===== config.mk =====
export PLATFORM = sky130hd
export DESIGN_NAME = vpc_perf_counter
export DESIGN_NICKNAME = d
export VERILOG_FILES = /design/src/rtl/vpc_pkg.sv /design/src/rtl/vpc_class_decode.sv /design/src/rtl/vpc_lane_count.sv /design/src/rtl/vpc_accum.sv /design/src/rtl/vpc_perf_counter.sv
export SDC_FILE = /design/constraint.sdc
export NUM_CORES = 1
export LEC_CHECK = 0
export BUFFER_PORTS_ARGS = -buffer_cell sky130_fd_sc_hd__buf_2
export CORE_MARGIN = 3
export CORE_UTILIZATION = 35
export DETAILED_ROUTE_END_ITERATION = 16
export GPL_ROUTABILITY_DRIVEN = 0
export GPL_TIMING_DRIVEN = 0
export PLACE_DENSITY = 0.5
export SYNTH_ARGS = -nofsm -noshare
export SYNTH_HDL_FRONTEND = slang
export SYNTH_SLANG_ARGS = --single-unit

===== constraint.sdc =====
create_clock -name clk -period 5.5 [get_ports clk]
set_clock_uncertainty 0.15 [all_clocks]
set_input_delay 0.275 -clock clk [delete_from_list [all_inputs] [get_ports clk]]
set_output_delay 0.275 -clock clk [all_outputs]
set_load 0.05 [all_outputs]

===== src/rtl/vpc_pkg.sv =====
package vpc_pkg;

    localparam int CLS_W = 5;
    localparam int LAT_W = 5;

    typedef enum logic [CLS_W-1:0] {
        CLS_ALLTRUE = 5'd0,
        CLS_LOAD    = 5'd1,
        CLS_STORE   = 5'd2,
        CLS_SET     = 5'd3,
        CLS_BCAST   = 5'd4,
        CLS_IALU    = 5'd5,
        CLS_IMUL    = 5'd6,
        CLS_IDIV    = 5'd7,
        CLS_FARITH  = 5'd8,
        CLS_FSIMPLE = 5'd9,
        CLS_FDIV    = 5'd10,
        CLS_FSQRT   = 5'd11,
        CLS_SHUF    = 5'd12,
        CLS_CMP     = 5'd13,
        CLS_MASKOP  = 5'd14
    } vpc_cls_e;

    typedef struct packed {
        logic             known;
        logic             records;
        logic             masked;
        logic [LAT_W-1:0] latency;
    } vpc_cls_info_t;

    typedef enum logic [0:0] {
        ST_CLEAN = 1'b0,
        ST_FAULT = 1'b1
    } vpc_state_e;

endpackage


===== src/rtl/vpc_class_decode.sv =====
module vpc_class_decode
    import vpc_pkg::*;
(
    input  logic [CLS_W-1:0] cls_i,
    output vpc_cls_info_t    info_o
);

    // Fixed per-class charge: instruction latency, not issue throughput.
    always_comb begin
        info_o = '{known: 1'b1, records: 1'b1, masked: 1'b1, latency: '0};
        unique case (cls_i)
            CLS_ALLTRUE: begin
                info_o.records = 1'b0;
                info_o.latency = LAT_W'(0);
            end
            CLS_LOAD:    info_o.latency = LAT_W'(7);
            CLS_STORE:   info_o.latency = LAT_W'(4);
            CLS_SET: begin
                info_o.masked  = 1'b0;
                info_o.latency = LAT_W'(1);
            end
            CLS_BCAST:   info_o.latency = LAT_W'(3);
            CLS_IALU:    info_o.latency = LAT_W'(1);
            CLS_IMUL:    info_o.latency = LAT_W'(3);
            CLS_IDIV:    info_o.latency = LAT_W'(20);
            CLS_FARITH:  info_o.latency = LAT_W'(4);
            CLS_FSIMPLE: info_o.latency = LAT_W'(1);
            CLS_FDIV:    info_o.latency = LAT_W'(11);
            CLS_FSQRT:   info_o.latency = LAT_W'(14);
            CLS_SHUF:    info_o.latency = LAT_W'(5);
            CLS_CMP:     info_o.latency = LAT_W'(3);
            CLS_MASKOP: begin
                info_o.masked  = 1'b0;
                info_o.latency = LAT_W'(1);
            end
            default: begin
                info_o.known   = 1'b0;
                info_o.records = 1'b0;
                info_o.latency = LAT_W'(0);
            end
        endcase
    end

endmodule


===== src/rtl/vpc_lane_count.sv =====
module vpc_lane_count #(
    parameter int LANES = 4,
    localparam int CW   = $clog2(LANES + 1)
) (
    input  logic [LANES-1:0] mask_i,
    input  logic             masked_i,
    output logic [CW-1:0]    lanes_o
);

    logic [CW-1:0] partial [LANES+1];

    assign partial[0] = '0;

    generate
        for (genvar g = 0; g < LANES; g++) begin : g_pop
            assign partial[g+1] = partial[g] + CW'(mask_i[g]);
        end
    endgenerate

    assign lanes_o = masked_i ? partial[LANES] : CW'(LANES);

endmodule


===== src/rtl/vpc_accum.sv =====
module vpc_accum #(
    parameter int W     = 64,
    parameter int INC_W = 5
) (
    input  logic             clk,
    input  logic             rst_n,
    input  logic             clr_i,
    input  logic             en_i,
    input  logic [INC_W-1:0] inc_i,
    output logic [W-1:0]     total_o
);

    // Modular add: overflow wraps with no flag.
    always_ff @(posedge clk or negedge rst_n) begin
        if (!rst_n) begin
            total_o <= '0;
        end else if (clr_i) begin
            total_o <= '0;
        end else if (en_i) begin
            total_o <= total_o + W'(inc_i);
        end
    end

endmodule


===== src/rtl/vpc_perf_counter.sv =====
module vpc_perf_counter
    import vpc_pkg::*;
#(
    parameter int LANES = 4,
    parameter int CNT_W = 64
) (
    input  logic             clk,
    input  logic             rst_n,
    input  logic             clr_i,
    input  logic             ev_valid_i,
    input  logic [4:0]       ev_class_i,
    input  logic [LANES-1:0] ev_mask_i,
    input  logic [1:0]       rd_addr_i,
    output logic [CNT_W-1:0] rd_data_o,
    output logic             err_o
);

    localparam int LCNT_W = $clog2(LANES + 1);

    vpc_cls_info_t     info;
    logic [LCNT_W-1:0] lane_inc;
    logic              take;
    logic              bad_evt;
    logic [CNT_W-1:0]  instr_total;
    logic [CNT_W-1:0]  lane_total;
    logic [CNT_W-1:0]  lat_total;
    vpc_state_e        state_q;
    vpc_state_e        state_d;

    vpc_class_decode u_dec (
        .cls_i  (ev_class_i),
        .info_o (info)
    );

    vpc_lane_count #(.LANES(LANES)) u_pop (
        .mask_i   (ev_mask_i),
        .masked_i (info.masked),
        .lanes_o  (lane_inc)
    );

    // Clear outranks any same-cycle event.
    assign take    = ev_valid_i && !clr_i && info.known && info.records;
    assign bad_evt = ev_valid_i && !clr_i && !info.known;

    vpc_accum #(.W(CNT_W), .INC_W(1)) u_instr (
        .clk     (clk),
        .rst_n   (rst_n),
        .clr_i   (clr_i),
        .en_i    (take),
        .inc_i   (1'b1),
        .total_o (instr_total)
    );

    vpc_accum #(.W(CNT_W), .INC_W(LCNT_W)) u_lanes (
        .clk     (clk),
        .rst_n   (rst_n),
        .clr_i   (clr_i),
        .en_i    (take),
        .inc_i   (lane_inc),
        .total_o (lane_total)
    );

    vpc_accum #(.W(CNT_W), .INC_W(LAT_W)) u_lat (
        .clk     (clk),
        .rst_n   (rst_n),
        .clr_i   (clr_i),
        .en_i    (take),
        .inc_i   (info.latency),
        .total_o (lat_total)
    );

    // Fault controller: state register.
    always_ff @(posedge clk or negedge rst_n) begin
        if (!rst_n) begin
            state_q <= ST_CLEAN;
        end else begin
            state_q <= state_d;
        end
    end

    // Fault controller: next state and outputs.
    always_comb begin
        state_d = state_q;
        err_o   = 1'b0;
        unique case (state_q)
            ST_CLEAN: begin
                if (bad_evt) begin
                    state_d = ST_FAULT;
                end
            end
            ST_FAULT: begin
                err_o = 1'b1;
            end
            default: begin
                state_d = ST_CLEAN;
            end
        endcase
    end

    always_comb begin
        unique case (rd_addr_i)
            2'd0:    rd_data_o = instr_total;
            2'd1:    rd_data_o = lane_total;
            2'd2:    rd_data_o = lat_total;
            default: rd_data_o = '0;
        endcase
    end

endmodule


# [Word level (Yosys, flattened, before mapping)]
# Cells that the tools add are included.
[op_classes] addsub=6 eq_ne=16 muxes=14 n_reduce_logical=15
[op_table] operator="64-bit two-way mux" n=6
[op_table] operator="64-bit case mux with 3 select lines" n=1
[op_table] operator="64-bit by 1-bit adder with 64-bit output (second input constant)" n=1
[op_table] operator="64-bit by 3-bit adder with 64-bit output" n=1
[op_table] operator="64-bit by 5-bit adder with 64-bit output" n=1
[op_table] operator="5-bit case mux with 8 select lines" n=1
[op_table] operator="5-bit by 4-bit == test with 1-bit output (second input constant)" n=7
[op_table] operator="5-bit by 3-bit == test with 1-bit output (second input constant)" n=4
[op_table] operator="15-bit OR reduction" n=1
[op_table] operator="14-bit OR reduction" n=1
[op_table] operator="5-bit by 2-bit == test with 1-bit output (second input constant)" n=2
[op_table] operator="3-bit by 1-bit adder with 3-bit output" n=2
[op_table] operator="5-bit by 1-bit == test with 1-bit output (second input constant)" n=1
[op_table] operator="5-bit zero test" n=1
[op_table] operator="1-bit two-way mux" n=5
[op_table] operator="1-bit logical AND" n=4
[op_table] operator="2-bit OR reduction" n=2
[op_table] operator="4-bit OR reduction" n=1
[op_table] operator="3-bit two-way mux" n=1
[op_table] operator="3-bit OR reduction" n=1
[op_table] operator="1-bit by 1-bit adder with 2-bit output" n=1
[op_table] operator="2-bit by 1-bit == test with 1-bit output (second input constant)" n=1
[op_table] operator="2-bit == test (second input constant)" n=1
[op_table] operator="1-bit zero test" n=2
[op_table] operator="2 further kinds" n=2
[totals] register_bits=193 input_bits=15 elab_cells=55

# [Logic depth before layout (Yosys ltp)]
# Gate-level depths: netlist of run 1.
[depth] ltp_word=7 mapped_depth=15 ltp_nobuf=12

# [By module]
# A second synthesis of run 1 with hierarchy kept.
[hier_totals] cells_unflattened=1362 hier_area_um2=12468.2
[modules_own_cells] mod="vpc_accum (u_lat)" n_inst=1 cells_each=396 area_each_um2=3711.1
[modules_own_cells] mod="vpc_accum (u_instr)" n_inst=1 cells_each=391 area_each_um2=3568.4
[modules_own_cells] mod="vpc_accum (u_lanes)" n_inst=1 cells_each=379 area_each_um2=3447.1
[modules_own_cells] mod="vpc_perf_counter" n_inst=1 cells_each=156 area_each_um2=1461.4
[modules_own_cells] mod="vpc_class_decode" n_inst=1 cells_each=29 area_each_um2=197.7
[modules_own_cells] mod="vpc_lane_count" n_inst=1 cells_each=11 area_each_um2=82.6

# [Worst setup path after synthesis of run 1]
# OpenSTA, ideal clock, no wires.
[synth_timing] path_kind="input port to flip-flop" start="in ev_mask_i[0]" end="reg u_lanes.total_o[37]" setup_ns=0.078 arrival_ns=3.032 t_required_ns=5.272 slack_ns=2.240 cell_stages=14 path_cell_list="ha_1 > inv_1 > fa_1 > inv_1 > ha_1 > and2_1 > ha_1 > and3_1 > nor2_1 > or3_1 > clkbuf_1 > clkbuf_1 > or4_1 > a21oi_1"
[synth_via] elab_chain_cells=7
[synth_lines] item="from (decl)" line="vpc_perf_counter.sv:12" text="input logic [LANES-1:0] ev_mask_i,"
[synth_lines] item="1-bit by 1-bit adder with 2-bit output" line="vpc_lane_count.sv:16" text="assign partial[g+1] = partial[g] + CW'(mask_i[g]);"
[synth_lines] item="3-bit by 1-bit adder with 3-bit output (2 in a row)" line="vpc_lane_count.sv:16"
[synth_lines] item="3-bit two-way mux" line="vpc_lane_count.sv:20" text="assign lanes_o = masked_i ? partial[LANES] : CW'(LANES);"
[synth_lines] item="64-bit by 3-bit adder with 64-bit output" line="vpc_accum.sv:20" text="total_o <= total_o + W'(inc_i);"
[synth_lines] item="64-bit two-way mux" line="vpc_accum.sv:19" text="end else if (en_i) begin"
[synth_lines] item="64-bit two-way mux" line="vpc_accum.sv:17" text="end else if (clr_i) begin"
[synth_lines] item="to (signal assigned)" line="vpc_accum.sv:20"
[synth_lines] item="to (decl)" line="vpc_accum.sv:10" text="output logic [W-1:0] total_o"
# No other way between the ends. The select of a mux whose other input is x is not followed.
# A chain may end at the register's enable or synchronous reset.

# [Worst setup path in the final report of run 1]
[layout_timing] start="in ev_class_i[3]" end="reg u_lat.total_o[40]"
[layout_via] elab_chain_cells=6
[layout_lines] item="from (decl)" line="vpc_perf_counter.sv:11" text="input logic [4:0] ev_class_i,"
[layout_lines] item="5-bit by 2-bit == test with 1-bit output (tied with other cells)" line="vpc_class_decode.sv:11" text="unique case (cls_i)"
[layout_lines] item="4-bit OR reduction (no line) (tied with other cells)"
[layout_lines] item="5-bit case mux with 8 select lines or 1-bit two-way mux (tied branches)" line="vpc_class_decode.sv:11"
[layout_lines] item="64-bit by 5-bit adder with 64-bit output or 1-bit logical AND (tied branches)" line="vpc_accum.sv:20, vpc_perf_counter.sv:42"
[layout_lines] item="64-bit two-way mux or 1-bit logical AND (tied branches)" line="vpc_accum.sv:19, vpc_perf_counter.sv:42"
[layout_lines] item="64-bit two-way mux or 2-bit nonzero test (tied branches)"
[layout_lines] item="to (signal assigned)" line="vpc_accum.sv:20"
[layout_lines] item="to (decl)" line="vpc_accum.sv:10"
# Several ways; a longest one is shown, not always the timed one. The select of a mux whose other input is x is not followed.

==> impl_results.md, run 1 <==
- Post-synthesis cell count: roughly 1400
- Number of fillers in the final layout: approximately 3500
- Cts repair resizes: 0
- Num Clock Sinks: between 150 and 200
- Placement Setup Slack: 1.14 ns
- Slowest CP cell: clkbuf_1
- Pwr/cell area: approximately 220 mW/mm²
- Mapped Area: about 0.012 mm²
- CTS tree: built
- Maxcap violations: 0
- Largest net degree at the start of global routing: 86
- PortBufs: 78
- Synth Register Bits: 193
- Post-CTS Setup Repair Bufs: 0
- Root Buffer Master: clkbuf_16
- Buf+Inv Stages, Crit Path: 5
- Register Area: between 0.004 and 0.005 mm²
- Crit share post-route: 0.728
- RSZ-0062 raised after global routing: no
- Vert. Die Dim: between 150 and 200 µm
- Yosys warnings: 0
- Remaining DRCs: 0
- Layout cell share with drive strength beyond 1: 0.0963
- Multi-input logic area: a little over 0.007 mm²
- Vias in the first global route: roughly 12000
- Crit path max fanout: 10
- Worst hold path class: input pin to flop
- Post-Syn Nets: ~1500
- P&R area growth vs syn: 13.5%
- Top-area cell type share of the netlist area: 0.390
- Nets: around 1600
- Max Clk Rate: around 250 MHz
- Ports: 80
- Die area: approximately 0.038 mm²
- Setup TNS: 0 ns
- Slew headroom: 0.148
- Maximum VDD drop: between 0.00015 and 0.0002 V
- Most frequent cell after synthesis: dfrtp_1
- Synth Area per Inst: roughly 8.6 µm²
- Placeable Area: between 0.03 and 0.04 mm²
- Post-CTS Hold Buffers: 1
- Family with the most delay on the worst path: buffers and inverters
- Site Rows: between 60 and 70
- Initial antenna violation count: 1
- Via/cell ratio: between 6 and 7
- Clock transition at path regs: ~0.080 ns
- First-pass GRT wire length: between 70000 and 80000 µm
- GRT Util Overall: 0.264
- Final ANT Viol Nets: 0
- Startpoint Class: input pin
- CTS max path bufs: 2
- Worst-Skew Late Latency: approximately 0.45 ns
- Final Critical Period: approximately 4.0 ns
- Crit path largest cell delay: between 0.5 and 0.6 ns
- Yosys cell types: 57
- Worst slew pin tran: around 1.3 ns
- WP data required: about 5.7 ns
- Post-detail-place hpwl: about 38000 µm
- Drt first pass iters: 5
- Most used cell, CP: buf_2
- Placed cells: between 1500 and 2000
- Iter 0 DRT Violations: between 1000 and 1500
- Worst setup margin: 1.50 ns
- Crit-path cells: buf_2 > clkbuf_1 > nand2b_1 > nor2_1 > a211oi_1 > or3_1 > fa_1 > nor2b_1 > o31a_1 > clkbuf_1 > o21ai_1 > buf_2 > buf_2 > o31ai_1 > a21oi_1
- Synth cell count leaders: dfrtp_1, nand2_1, a21oi_1
- Htree depth: 4
- Endpoints failing hold: 0
- Initial core utilization: 0.356
- Most area-consuming cells after synthesis: dfrtp_1, mux2i_1, or4_1, nand2_1, a21oi_1
- Post-Route WL: between 50000 and 60000 µm
- Number of synthesized flops with an enable pin: 0
- GR Overflow Total: 0
- Ys flop type: dfrtp_1
- Final std cells w/o fill: about 2000
- Register area share after synthesis: 0.390
- Lkg Pwr: between 5 and 6 nW
- Final slew viol count: 0
- Status: finished clean
- CTS buffer count: 17
- Critical path arrival: 4.16 ns
- Vias: 12500
- Worst Setup Path Type: input pin to flop
- Crit end category: flop
- Ys async rst share: 1.00
- Overall power: between 3 and 4 mW
- Final setup viols: 0
- Horiz. Die Dim: roughly 190 µm
- Yosys top cell by area: dfrtp_1
- Avg WL per Cell: 25.0 µm
[sequential cells by signal (all words and copies together) (netlist names)]
name             count
state_q              1
u_instr.total_o     64
u_lat.total_o       64
u_lanes.total_o     64
[final timing paths]
path	start	to	slack, ns	cells past startpoint
max	ev_class_i[3]	u_lat.total_o[40]	1.50	15
min	clr_i	state_q	0.07	3
min in group asynchronous	rst_n	u_instr.total_o[52]	0.15	2
max in group asynchronous	rst_n	u_instr.total_o[5]	3.90	4
max reg2reg	u_lat.total_o[0]	u_lat.total_o[40]	1.82	11
min reg2reg	state_q	state_q	0.31	1
[final cells by class]
class | count | area share
Clock buffer | 17 | 0.0303
Tap cell | 455 | 0.0405
Timing Repair Buffer | 81 | 0.0331
Multi-Input combinational cell | 1126 | 0.502
Buffer | 91 | 0.0254
Clock inverter | 15 | 0.0150
Sequential cell | 193 | 0.344
Inverter | 35 | 0.00935
Antenna cell | 1 | 0.000178
[logic make-up after synthesis]
kind of cell	share of synthesized area
AND/OR/NAND/NOR	0.285
AO/OA/AOI/OAI	0.162
flip-flops	0.390
buffers and inverters	0.0394
multiplexers	0.0614
XOR/XNOR	0.0460
adder cells (fa/ha/maj)	0.0160
[cell usage in the layout (no fill, tap or decap), types with 35 or more instances in the layout]
master | Yosys | final
nand2_1 | 145 | 145
o31ai_1 | 67 | 67
or4_1 | 74 | 74
nor2_1 | 90 | 90
clkbuf_1 | 74 | 74
nand4_1 | 74 | 74
a21oi_1 | 104 | 104
dfrtp_1 | 193 | 193
nand3_1 | 82 | 82
inv_1 | 35 | 35
buf_2 | 11 | 88
mux2i_1 | 68 | 68
o21ai_0 | 100 | 100
[worst register-to-register path: stages (launching register included)]
cell,delay [ns]
dfrtp_1,0.38
ha_1,0.19
inv_1,0.06
fa_1,0.40
nor2b_1,0.18
o31a_1,0.24
clkbuf_1,0.55
o21ai_1,0.42
buf_2,0.35
buf_2,0.23
o31ai_1,0.27
a21oi_1,0.12
[per-layer routing]
layer / up-vias / routed length, µm / GRT usage
li1: 5663 / - / -
met1: 6299 / 22900 / 0.380
met2: 514 / 23000 / 0.415
met3: 71 / 3210 / 0.0394
met4: 0 / 1180 / 0.0729
met5: - / 0 / 0
[stage by stage]
step | utilization | cell area, µm² | hold slack (ns)
6_report | 0.405 | 14000 | 0.0706
5_1_grt | 0.405 | 14000 | 0.0737
4_1_cts | 0.405 | 14000 | 0.0549
3_5_place_dp | 0.386 | 13400 | 0.0483
3_3_place_gp | 0.384 | 13300 | 0.293
2_1_floorplan | - | 12400 | -0.171
[power breakdown]
| group | leakage, nW | internal [mW] | switching [mW] |
|---|---|---|---|
| registers | 2.69 | 1.42 | 0.00489 |
| logic | 2.32 | 0.0481 | 0.157 |
| clock network | 0.304 | 0.769 | 0.620 |
(Power assumes the default switching activity.)
==> run 2, diff against run 1 <==
clock period = 4.1 ns   (was 5.5 ns; I/O delays follow)
==> run 2 against run 1 <==
Combinational power is 35% higher. Setup slack worse by 1.3 ns. Die area stayed put. Clock-buffer cell count stayed put. Wire length is 0.39% higher. Cell area hardly changed. Power is 34% higher. Utilization hardly changed. Sequential cell count stayed put. Critical endpoint is now u_lat.total_o[49].
==> impl_results.md, run 2 (same netlist as run 1, synthesis figures left out) <==
- Most used cell, CP: clkbuf_1
- Final ANT Viol Nets: 0
- P&R area growth vs syn: 13.6%
- Final setup viols: 0
- Status: finished clean
- WP data required: approximately 4.3 ns
- Initial core utilization: 0.356
- Root Buffer Master: clkbuf_16
- CTS tree: built
- Ports: 80
- Htree depth: 4
- Largest net degree at the start of global routing: 86
- DP Area: 0.0134 mm²
- Post-detail-place hpwl: roughly 38000 µm
- Vias: 12600
- Num Clock Sinks: 193
- Final std cells w/o fill: a little over 2000
- Fin util: 0.405
- Remaining DRCs: 0
- Final Critical Period: approximately 3.9 ns
- Maximum VDD drop: 0.000249 V
- Placement Setup Slack: -0.189 ns
- First-pass GRT wire length: approximately 77000 µm
- CTS buffer count: 17
- Max Clk Rate: approximately 260 MHz
- Crit end category: flop
- Maxcap violations: 0
- Family with the most delay on the worst path: compound AO/OA/AOI/OAI gates
- Startpoint Class: input pin
- Vias in the first global route: 11900
- Number of fillers in the final layout: roughly 3500
- Layout cell share with drive strength beyond 1: 0.0969
- Hold Slack: roughly 0.08 ns
- Placed cells: 1980
- Buf+Inv Stages, Crit Path: 5
- Reg2reg start: u_instr.total_o[5]
- PortBufs: 78
- Critical path arrival: just over 4 ns
- Setup TNS: 0 ns
- Overall power: 4.06 mW
- Horiz. Die Dim: just under 200 µm
- Post-Route WL: 50600 µm
- Drt first pass iters: 5
- Avg WL per Cell: between 20 and 30 µm
- Pwr/cell area: just under 300 mW/mm²
- Die area: between 0.03 and 0.04 mm²
- Initial antenna violation count: 1
- Commonest non-fill, non-tap cell in the layout: dfrtp_1
- Site Rows: a little under 70
- Crit path launch: ev_class_i[3]
- Worst Setup Path Type: input pin to flop
- Slew headroom: 0.126
- Clock transition at path regs: roughly 0.080 ns
- Worst hold path class: input pin to asynchronous set/reset pin
- Most frequent cells in the layout: dfrtp_1, nand2_1, a21oi_1
- GRT Util Overall: 0.264
- Endpoints failing hold: 0
- Top flop regs: u_instr.total_o (64), u_lanes.total_o (64), u_lat.total_o (64)
- Worst setup margin: between 0.2 and 0.25 ns
- Slowest CP cell: o2111ai_1
- Via/cell ratio: ~6.3
- Placeable Area: ~0.035 mm²
- Vert. Die Dim: between 150 and 200 µm
- Crit path max fanout: 10
- Final slew viol count: 0
- Crit path largest cell delay: 0.90 ns
- Worst-Skew Late Latency: roughly 0.46 ns
- Iter 0 DRT Violations: 1177
- RSZ-0062 raised after global routing: no
- GR Overflow Total: 0
- Crit share post-route: 0.950
- Worst slew pin tran: 1.30 ns
- CTS max path bufs: 2
- Crit-path cells: buf_2 > clkbuf_1 > nand2b_1 > nor2_1 > a211oi_1 > or3_1 > inv_1 > ha_1 > a21o_1 > and3_1 > clkbuf_1 > o2111ai_1 > clkbuf_1 > o21ai_0 > o21ai_0
- Post-route design area: about 0.014 mm²
- Nets: 1575
- Lkg Pwr: roughly 5.3 nW
-- run 2: cell count changes in the layout (fill, tap and decap cells not counted), sizes merged --
cell / previous run / this run
dlygate4sd3: 1 / 2
-- run 2: cell type report --
class / instances / area (µm²) / area share
Inverter: 35 / 131 / 0.00934
Multi-Input combinational cell: 1126 / 7060 / 0.502
Antenna cell: 1 / 2.50 / 0.000178
Clock inverter: 15 / 210 / 0.0150
Clock buffer: 17 / 425 / 0.0303
Tap cell: 455 / 569 / 0.0405
Timing Repair Buffer: 82 / 475 / 0.0338
Buffer: 91 / 358 / 0.0255
Sequential cell: 193 / 4830 / 0.344
-- run 2: routing by layer --
layer / routed length, µm / share of wire / track usage
met3: 3400 / 0.067 / 0.0394
met5: 0 / 0 / 0
met2: 23200 / 0.46 / 0.415
met1: 22800 / 0.45 / 0.380
met4: 1160 / 0.023 / 0.0729
-- run 2: power by group --
group / internal, mW / switching (mW) / leakage (nW)
clock network: 1.03 / 0.839 / 0.304
registers: 1.91 / 0.00651 / 2.69
logic: 0.0652 / 0.212 / 2.33
total: 3.00 / 1.06 / 5.32
-- run 2: final timing paths --
kind,endpoint,slack [ns],depth (start not counted)
hold reg to reg,state_q,0.31,1
max in group asynchronous,u_instr.total_o[11],2.57,4
hold / removal,u_instr.total_o[52],0.08,2
setup / recovery,u_lat.total_o[49],0.21,15
min in group clk,state_q,0.09,3
setup reg to reg,u_instr.total_o[47],0.40,5
-- run 2: worst register-to-register path: cells and delay by family, from the launching register on --
kind,cells,cell delay [ns]
mux,1,0.41
flops,1,0.50
simple gates,4,2.53
-- run 2: repair_timing --
action,CTS,global route
setup endpoints to repair,0,3
endpoints found under the hold margin,109,0
hold buffers,2,0
setup buffers,0,0
gates resized for setup,0,2
==> run 3, diff against run 2 <==
RECOVER_POWER = 25   (was unset)
SYNTH_HIERARCHICAL = 1   (was unset)
==> run 3 against run 2 <==
The run now ends with max-capacitance violations, max-slew violations left. Cell area about the same. Non-clock buffer count decreased by 23. Register-to-register slack improved by 0.41 ns. Die area increased by 0.73%. Global-route usage decreased by 5.0 points. Utilization decreased by 0.067 points. Combinational power decreased by 15%. Critical path type unchanged. Largest power group unchanged.
==> impl_results.md, run 3 <==
- Mapped Area: ~0.012 mm²
- Num Clock Sinks: slightly below 200
- Crit path max fanout: 10
- Combinational power share: 0.061
- Remaining DRCs: 0
- Inserted Diodes: 0
- Cts repair resizes: 0
- CTS tree: built
- Startpoint Class: input pin
- First-pass GRT wire length: around 64000 µm
- PortBufs: between 70 and 80
- Clock transition at path regs: approximately 0.070 ns
- Failing checks: max-capacitance violations, max-slew violations
- Vias in the first global route: 10600
- Most area-consuming cells after synthesis: dfrtp_1, mux2i_1, o2bb2ai_1, nor2_1, xor2_1
- Vias: between 10000 and 15000
- Crit path launch: ev_mask_i[0]
- Worst slew pin tran: ~2.2 ns
- Commonest non-fill, non-tap cell in the layout: dfrtp_1
- P&R area growth vs syn: 12.8%
- Ports: 80
- Fin util: 0.404
- RSZ-0062 raised after global routing: no
- Maxcap violations: 1
- Post-detail-place hpwl: roughly 30000 µm
- Post-CTS Setup Repair Bufs: 0
- Avg WL per Cell: about 21 µm
- GRT Util Overall: 0.213
- Pwr/cell area: 274 mW/mm²
- Htree depth: 4
- Initial core utilization: 0.358
- Top-area cell type share of the netlist area: 0.387
- Layout cell share with drive strength beyond 1: 0.123
- Status: finished, violations left
- Register area share after synthesis: 0.387
- Initial antenna violation count: 1
- CTS buffer count: 17
- Slew headroom: -0.442
- Post-Route WL: approximately 41000 µm
- Yosys top cell by area: dfrtp_1
- Synth Register Bits: 193
- Worst Setup Path Type: input pin to flop
- Placeable Area: 0.0348 mm²
- Crit-path cells: buf_2 > inv_1 > fa_1 > inv_1 > ha_1 > ha_1 > and2_1 > ha_1 > a211oi_1 > nor3b_1 > nand4_1 > clkbuf_1 > clkbuf_1 > o21ai_0 > a21oi_1
- Crit end category: flop
- Yosys cell types: 74
- Post-synthesis cell count: 1362
- Final slew viol count: between 80 and 90
- Most frequent cells in the layout: dfrtp_1, nor2_1, buf_2, a21oi_1
- Final Critical Period: approximately 3.8 ns
- Most used cell, CP: ha_1
- Lkg Pwr: approximately 5.5 nW
- Endpoints failing hold: 0
- Crit share post-route: 0.935
- Root Buffer Master: clkbuf_16
- Vert. Die Dim: ~190 µm
- Iter 0 DRT Violations: just over 900
- Ys async rst share: 1.00
- Post-CTS Hold Buffers: 3
- Family with the most delay on the worst path: adder cells
- Worst hold path class: input pin to flop
- Crit path largest cell delay: roughly 0.62 ns
- Max Clk Rate: roughly 260 MHz
- Setup crit end: u_lanes/total_o[39]
- CTS max path bufs: 2
- Horiz. Die Dim: 195 µm
- Most frequent cell after synthesis: dfrtp_1
- WP data required: ~4.3 ns
- Pint: roughly 2.9 mW
- Largest net degree at the start of global routing: roughly 110
- Maximum VDD drop: around 0.00026 V
- RR Endpoint: u_lat/total_o[62]
- Hold Slack: between 0.15 and 0.2 ns
- Final ANT Viol Nets: 0
- Slowest CP cell: a211oi_1
- Yosys warnings: 6
- Number of synthesized flops with an enable pin: 0
- Final setup viols: 0
- Reg2reg start: u_lat/total_o[0]
- Sw power: 0.932 mW
- Worst-Skew Late Latency: about 0.45 ns
- Drt first pass iters: 5
- Seq pwr share: 0.495
- Reg2Reg Setup Slack: between 0.8 and 0.9 ns
- Net Sw Frac: 0.242
- Die area: roughly 0.038 mm²
- Nets: approximately 1500
- Site Rows: 68
- Crit path depth: 15
- Top flop regs: u_instr/total_o (64), u_lanes/total_o (64), u_lat/total_o (64)
- Via/cell ratio: about 5.8
- Critical path arrival: 4.06 ns
- GR Overflow Total: 0
- R2r worst-path depth: 9
- Synth cell count leaders: dfrtp_1, nor2_1, a21oi_1
- Synth Area per Inst: between 9 and 10 µm²
- Clock share of power: 0.444
- Buf+Inv Stages, Crit Path: 5
- Ys flop type: dfrtp_1
[run 3: cell count changes in the layout (fill, tap and decap cells not counted), sizes merged, moves of 13 or more]
cell     change
clkbuf      -35
xor2        +26
o2bb2ai     +64
buf         +16
o31ai       -26
nor2        +46
or4         -31
nand4       +13
or3         +14
nand3       -26
nand2       -67
o21ai       -49
[run 3: kinds of logic (layout without fill, tap and decap cells)]
| logic type | after synthesis | after routing | share of synthesized area |
|---|---|---|---|
| xor+xnor | 88 | 88 | 0.0618 |
| fa+ha+maj | 15 | 15 | 0.0169 |
| simple gates | 582 | 582 | 0.265 |
| compound gates | 301 | 301 | 0.162 |
| buf+inv | 106 | 219 | 0.0450 |
| other cells | 1 | 2 | 0.000301 |
| flops | 193 | 193 | 0.387 |
| mux | 76 | 76 | 0.0616 |
[run 3: power groups by stage]
stage                     logic, mW  registers [mW]  clock network (mW)
after floorplan               0.136            1.94                   0
after global placement        0.233            1.94                   0
after detailed placement      0.237            1.94                   0
after CTS                     0.240            1.91                1.76
after global routing          0.261            1.91                1.82
final                         0.235            1.91                1.71
[run 3: layout make-up]
class,instances,area [µm²]
inverter,38,143
timing repair buffer,82,447
clock inverter,9,108
buffer,68,418
clock buffer,22,474
fill,3451,20700
multi-input combinational,1064,7080
tap,455,569
sequential,193,4830
[run 3: routing by layer]
| metal | up-vias | wire length [µm] | GRT usage | share of wire |
|---|---|---|---|---|
| li1 | 5352 | - | - | - |
| met1 | 5566 | 19900 | 0.317 | 0.49 |
| met2 | 291 | 18300 | 0.327 | 0.45 |
| met3 | 40 | 1660 | 0.0248 | 0.041 |
| met4 | 0 | 842 | 0.0615 | 0.021 |
| met5 | - | 0 | 0 | 0 |
[run 3: metrics by stage]
step	TNS [ns]	total power, mW	setup WS (ns)	instances	instance area [µm²]
after global placement	-181.70	2.18	-0.959	1896	13400
after CTS	0	3.90	0.290	1931	14100
after floorplan	0	2.08	0.768	1363	12500
after detailed placement	-1.67	2.18	-0.188	1897	13500
after global routing	0	3.99	0.0612	1931	14100
final	0	3.85	0.265	1931	14100
[run 3: worst reg2reg max path: stages (launching register included)]
cell      delay, ns
dfrtp_1        0.44
ha_1           0.21
inv_1          0.05
fa_1           0.37
nor2b_1        0.24
o31a_1         0.20
clkbuf_1       0.40
o211ai_1       0.37
nor4_1         0.39
mux2_2         0.37
[run 3: worst min path at each step]
| stage | startpoint | to | cells past startpoint |
|---|---|---|---|
| after global placement | state_q | state_q | 1 |
| after floorplan | rst_n | state_q | 0 |
| after detailed placement | rst_n | u_lanes/total_o[57] | 1 |
| after global routing | ev_class_i[4] | u_lat/total_o[1] | 5 |
| final | ev_class_i[4] | u_lat/total_o[1] | 5 |
| after CTS | ev_class_i[4] | u_lat/total_o[1] | 5 |
